## src/rtl/dms_pkg.sv

```systemverilog
package dms_pkg;

    localparam int CODE_W = 8;

    localparam logic [CODE_W-1:0] BASE_ULTRA = 8'h40;
    localparam logic [CODE_W-1:0] BASE_MULTI = 8'h20;
    localparam logic [CODE_W-1:0] BASE_SINGLE = 8'h10;

    // Ceiling above which the cable check applies (Ultra mode 2)
    localparam logic [CODE_W-1:0] CABLE_LIMIT = 8'h42;

    // Validity flag positions
    localparam int VLD_REGULAR = 1;
    localparam int VLD_ULTRA = 2;

    typedef enum logic [1:0] {
        FAM_NONE = 2'd0,
        FAM_ULTRA = 2'd1,
        FAM_MULTI = 2'd2,
        FAM_SINGLE = 2'd3
    } family_e;

    typedef struct packed {
        logic [7:0] ultra;
        logic [7:0] multi;
        logic [7:0] single;
    } fam_masks_t;

    // Index of the highest set bit (0 when vector is zero)
    function automatic logic [2:0] top_bit(input logic [7:0] v);
        logic [2:0] idx;
        idx = 3'd0;
        for (int i = 0; i < 8; i++) begin
            if (v[i]) idx = 3'(i);
        end
        return idx;
    endfunction

endpackage

```

## src/rtl/dms_ultra_mask.sv

```systemverilog
module dms_ultra_mask #(
    parameter int UDMA_BITS = 8
) (
    input  logic [UDMA_BITS-1:0] host_m,
    input  logic [UDMA_BITS-1:0] dev_m,
    input  logic                 valid,
    input  logic                 cable80,
    input  logic [7:0]           req_mode,
    output logic [7:0]           mask_o
);
    import dms_pkg::*;

    logic [7:0] raw;
    logic       fast_bits;
    logic       cap;

    always_comb begin
        raw = '0;
        if (valid) raw[UDMA_BITS-1:0] = host_m & dev_m;
    end

    assign fast_bits = |raw[6:3];
    assign cap = (req_mode > CABLE_LIMIT) && fast_bits && !cable80;
    assign mask_o = cap ? {5'b0, raw[2:0]} : raw;

endmodule

```

## src/rtl/dms_regular_mask.sv

```systemverilog
module dms_regular_mask #(
    parameter int MW_BITS = 3,
    parameter int SW_BITS = 3
) (
    input  logic [MW_BITS-1:0] host_mw,
    input  logic [MW_BITS-1:0] dev_mw,
    input  logic [SW_BITS-1:0] host_sw,
    input  logic [SW_BITS-1:0] dev_sw,
    input  logic               valid,
    input  logic [7:0]         legacy_t,
    output logic [7:0]         mw_o,
    output logic [7:0]         sw_o
);
    localparam int LEGACY_MAX = 2;

    logic [7:0] legacy_m;
    logic       legacy_ok;

    assign legacy_ok = (legacy_t != 8'd0) && (legacy_t <= 8'(LEGACY_MAX));

    always_comb begin
        legacy_m = '0;
        if (legacy_ok) legacy_m = (8'd2 << legacy_t[1:0]) - 8'd1;
    end

    always_comb begin
        mw_o = '0;
        sw_o = '0;
        if (valid) begin
            mw_o[MW_BITS-1:0] = host_mw & dev_mw;
            sw_o[SW_BITS-1:0] = host_sw & dev_sw;
        end else begin
            sw_o[SW_BITS-1:0] = legacy_m[SW_BITS-1:0] & host_sw;
        end
    end

endmodule

```

## src/rtl/dms_pick.sv

```systemverilog
module dms_pick (
    input  dms_pkg::fam_masks_t masks,
    input  logic [7:0]          req_mode,
    input  logic                blocked,
    output logic [7:0]          code_o
);
    import dms_pkg::*;

    localparam int NFAM = 3;

    logic [NFAM-1:0]   usable;
    logic [7:0]        fam_mask [NFAM];
    logic [7:0]        fam_base [NFAM];
    family_e           fam_id   [NFAM];
    family_e           winner;
    logic [7:0]        best;

    assign fam_mask[0] = masks.ultra;
    assign fam_mask[1] = masks.multi;
    assign fam_mask[2] = masks.single;
    assign fam_base[0] = BASE_ULTRA;
    assign fam_base[1] = BASE_MULTI;
    assign fam_base[2] = BASE_SINGLE;
    assign fam_id[0] = FAM_ULTRA;
    assign fam_id[1] = FAM_MULTI;
    assign fam_id[2] = FAM_SINGLE;

    for (genvar g = 0; g < NFAM; g++) begin : g_fam
        assign usable[g] = (req_mode >= fam_base[g]) && (|fam_mask[g]);
    end

    // Lowest index = highest priority
    always_comb begin
        winner = FAM_NONE;
        best = '0;
        for (int f = NFAM - 1; f >= 0; f--) begin
            if (usable[f]) begin
                winner = fam_id[f];
                best = fam_base[f] + {5'b0, top_bit(fam_mask[f])};
            end
        end
    end

    always_comb begin
        if (blocked || winner == FAM_NONE) code_o = '0;
        else if (best > req_mode) code_o = req_mode;
        else code_o = best;
    end

endmodule

```

## src/rtl/dma_mode_sel.sv

```systemverilog
module dma_mode_sel #(
    parameter int UDMA_BITS = 8,
    parameter int MW_BITS = 3,
    parameter int SW_BITS = 3
) (
    input  logic                 clk,
    input  logic                 rst,
    input  logic                 start,
    input  logic [UDMA_BITS-1:0] host_udma,
    input  logic [MW_BITS-1:0]   host_mwdma,
    input  logic [SW_BITS-1:0]   host_swdma,
    input  logic [UDMA_BITS-1:0] dev_udma,
    input  logic [MW_BITS-1:0]   dev_mwdma,
    input  logic [SW_BITS-1:0]   dev_swdma,
    input  logic [2:0]           id_valid,
    input  logic [7:0]           legacy_t,
    input  logic                 cable80,
    input  logic [7:0]           req_mode,
    input  logic                 is_disk,
    input  logic                 no_pkt_dma,
    output logic                 done,
    output logic [7:0]           mode
);
    import dms_pkg::*;

    fam_masks_t masks;
    logic [7:0] next_code;
    logic       blocked;

    dms_ultra_mask #(.UDMA_BITS(UDMA_BITS)) u_ultra (
        .host_m   (host_udma),
        .dev_m    (dev_udma),
        .valid    (id_valid[VLD_ULTRA]),
        .cable80  (cable80),
        .req_mode (req_mode),
        .mask_o   (masks.ultra)
    );

    dms_regular_mask #(.MW_BITS(MW_BITS), .SW_BITS(SW_BITS)) u_reg (
        .host_mw  (host_mwdma),
        .dev_mw   (dev_mwdma),
        .host_sw  (host_swdma),
        .dev_sw   (dev_swdma),
        .valid    (id_valid[VLD_REGULAR]),
        .legacy_t (legacy_t),
        .mw_o     (masks.multi),
        .sw_o     (masks.single)
    );

    assign blocked = !is_disk && no_pkt_dma;

    dms_pick u_pick (
        .masks    (masks),
        .req_mode (req_mode),
        .blocked  (blocked),
        .code_o   (next_code)
    );

    always_ff @(posedge clk) begin
        if (rst) begin
            done <= 1'b0;
            mode <= '0;
        end else begin
            done <= start;
            if (start) mode <= next_code;
        end
    end

endmodule

```

## config.mk

```make
export PLATFORM = sky130hd
export DESIGN_NAME = dma_mode_sel
export DESIGN_NICKNAME = d
export VERILOG_FILES = /design/src/rtl/dms_pkg.sv /design/src/rtl/dms_ultra_mask.sv /design/src/rtl/dms_regular_mask.sv /design/src/rtl/dms_pick.sv /design/src/rtl/dma_mode_sel.sv
export SDC_FILE = /design/constraint.sdc
export NUM_CORES = 1
export LEC_CHECK = 0
export BUFFER_PORTS_ARGS = -buffer_cell sky130_fd_sc_hd__buf_2
export CAP_MARGIN = 20
export CELL_PAD_IN_SITES_DETAIL_PLACEMENT = 0
export CELL_PAD_IN_SITES_GLOBAL_PLACEMENT = 1
export CORE_ASPECT_RATIO = 1.4
export CORE_UTILIZATION = 31
export CTS_BUF_LIST = sky130_fd_sc_hd__clkbuf_8
export CTS_CLUSTER_DIAMETER = 60
export DETAILED_ROUTE_END_ITERATION = 7
export GPL_ROUTABILITY_DRIVEN = 0
export HOLD_SLACK_MARGIN = 0.05
export PLACE_DENSITY = 0.88
export SLEW_MARGIN = 10
export SYNTH_ARGS = -nofsm -noshare
export SYNTH_HDL_FRONTEND = slang
export SYNTH_SLANG_ARGS = --single-unit
```

## constraint.sdc

```tcl
create_clock -name clk -period 10.2 [get_ports clk]
set_input_delay 2.04 -clock clk [delete_from_list [all_inputs] [get_ports clk]]
set_output_delay 2.04 -clock clk [all_outputs]
set_load 0.02 [all_outputs]
```

==> results.ini <==
[status]
outcome=finished clean

[routing]
drcViolationCount=0
detailedRoute.firstPassIterationCount=4
drt_wl_total_um=2610
route.vias.total=1166
avgViaCountPerCell=5.32
final_antenna_net_count=0
wl_per_cell_um=11.9
drt_iter0_drc=22

[synth]
synthesis.yosys.warnings=0
synth_fp_nets=178
postSynthAreaPerCell_um2=7.84
postSynth.asyncResetShare_pct=0
synth-adder-area-share_pct=8.04
synth_ff_type=dfxtp_1
ys_ff_latch=9
yosys.cell_types.count=40
synthMuxAreaShare_pct=7.64
synth_cells=119
area_share_of_xor_xnor_cells_in_the_synthesized_design_pct=0.938
synth_sequential_area_ratio_pct=19.3
synth-edff-count=0
dominant_combinational_cell_family_by_area_after_synthesis=compound AO/OA/AOI/OAI gates
synth_compound_area_share_pct=33.0
synth-simple-area-share_pct=27.5
synth.cell_area_um2=933

[timing]
drv_slew=0
tns_ns=0
finalHoldViolations=0
layout_setup_ws_ns=5.10
final.period_utilization_pct=50.0
finalHoldWorstSlack_ns=0.444
period_minus_slack_ns=5.10
skew_ns=0
setup_repair_after_global_routing_missed_its_margin=false
finalSetupViolations=0
slew-limit-headroom_pct=48.7
worst-slew-pin-transition_ns=0.761
achievable-frequency_mhz=196

[setup_path]
cp-start-kind=primary input
path_max_fanout=8
slack_of_the_worst_reg_to_reg_path_ns=9.45
worst-endpoint-required_ns=10.34
worstPathArrival_ns=5.24
critPathKind=in -> reg
worst_setup_path_end_kind=flip-flop

[clock_network]
worst_skew_pair.late_latency_ns=0.23
cts_tree=built
inserted_clock_buffers=3
cts_root_buffer=clkbuf_8
number_of_post_cts_setup_repair_buffers=0
cts-root-to-sink-buffers=2
htree_num_levels=1
cts-resized-gates=0
numClockSinks=9
clk_pin_slew_ns=0.04
quantity_of_hold_fixing_buffers_added_after_cts=0

[finish]
n_fill_cell=319
areaGrowthSynthToFinish_pct=41.2
final-seq-area_um2=180
combined_area_of_the_multi_input_logic_cells_um2=719
num_antenna_cells=0
post_route_cells_drive_above_1_share_pct=39.0
final_nets=242

[worst_hold_path]
hold_path_class=reg -> reg

[global_routing]
first_global_vias=1125
grt.overflow.total=0
gr-usage-all-layers_pct=17.7
pin_count_of_the_biggest_net_entering_global_routing=10
grt_antenna_before_repair=0
grt_first_pass_wirelength_um=4550

[place]
pre_cts_ws_ns=4.90
place.port_buffers=60
detailed_placement_hpwl_um=2280

[floorplanning]
design.die.area_mm2=0.00324
rows=23
placeableCoreArea_mm2=0.00285
die_h_um=66.9
initial_utilization_pct=32.8
die_w_um=48.4
number_of_top_level_pins=62

[pwr]
leakage_nw=0.649
finalPower_w=0.000126
peakVddDrop_mv=0.0551
pwr_density_cell_mw_per_mm2=95.9

[flow_run]
max-cap-violations=0

==> per-layer routing <==
| metal | routed length [um] | vias up | global-route usage [%] |
|---|---|---|---|
| met5 | 0 | - | 0 |
| met4 | 68 | 0 | 9.56 |
| met3 | 153 | 8 | 1.83 |
| met2 | 1290 | 56 | 33.6 |
| met1 | 1100 | 520 | 19.2 |
| li1 | - | 582 | - |
==> area by class of cell <==
| cell class | instances | share of cell area, % |
|---|---|---|
| multi-input cells | 102 | 54.6 |
| clock inverters | 1 | 0.285 |
| flip-flops and latches | 9 | 13.7 |
| clock buffers | 3 | 3.13 |
| repair buffers | 60 | 22.8 |
| inverters | 7 | 1.99 |
| well taps | 37 | 3.51 |
==> worst max-delay path, stage by stage <==
cell and delay [ns]:
buf_2 0.11, a22oi_1 0.38, nand3_2 0.18, a221oi_4 0.47, or2_1 0.24, mux2i_1 0.29
ha_1 0.28, nand4_1 0.09, mux2i_1 0.08, a211oi_2 0.60, nand2_1 0.12, o2bb2a_1 0.31
o31ai_1 0.07
==> cells in the final DEF, fill, tap and decap left out, types with 3 or more instances in the layout <==
cell / Yosys / final
nand3_1: 4 / 4
nor2_1: 7 / 7
o21ai_0: 7 / 7
nand2_1: 22 / 22
ha_1: 6 / 6
inv_1: 7 / 8
dfxtp_1: 9 / 9
clkbuf_8: 0 / 3
o31ai_1: 3 / 3
mux2i_1: 6 / 6
a21oi_1: 4 / 4
buf_2: 0 / 60
nand4_1: 3 / 3
nor4_1: 4 / 4
==> Yosys cell counts, types with 3 or more instances <==
cell / number / area, um^2
dfxtp_1: 9 / 180
nand2_1: 22 / 82.6
mux2i_1: 6 / 60.1
a21oi_1: 4 / 20.0
nand4_1: 3 / 18.8
ha_1: 6 / 75.1
o31ai_1: 3 / 22.5
nor4_1: 4 / 25.0
inv_1: 7 / 26.3
o21ai_0: 7 / 35.0
nor2_1: 7 / 26.3
nand3_1: 4 / 20.0
==> flip-flops by register name, indices dropped and copies added, names as in the netlist <==
signal	flops
done	1
mode	8
==> worst paths after layout <==
| path | to | from | cells past startpoint |
|---|---|---|---|
| max | mode[0] | host_udma[4] | 13 |
| min | mode[5] | mode[5] | 2 |
| max reg2reg | mode[0] | mode[0] | 2 |
| min reg2reg | mode[5] | mode[5] | 2 |
==> kinds of logic after synthesis <==
logic type      after synthesis
buf+inv                       8
flops                         9
mux                           7
fa+ha+maj                     6
compound gates               38
xor+xnor                      1
simple gates                 50
==> where the power goes <==
part,switching (W),internal (W),total (W)
Combinational,0.0000272,0.0000217,0.0000490
Clock,0.0000138,0.0000262,0.0000399
Sequential,0.000000636,0.0000368,0.0000375
Total,0.0000416,0.0000847,0.000126
==> per-stage QoR <==
stage                     util (%)  instance area (um^2)  instances
after global routing          46.2                  1320        219
final                         46.2                  1320        219
after CTS                     46.2                  1320        219
after global placement        44.7                  1270        215
after detailed placement      44.7                  1270        215
after floorplan                  -                   933        119
Note: power is estimated with default switching activity, not from simulation.
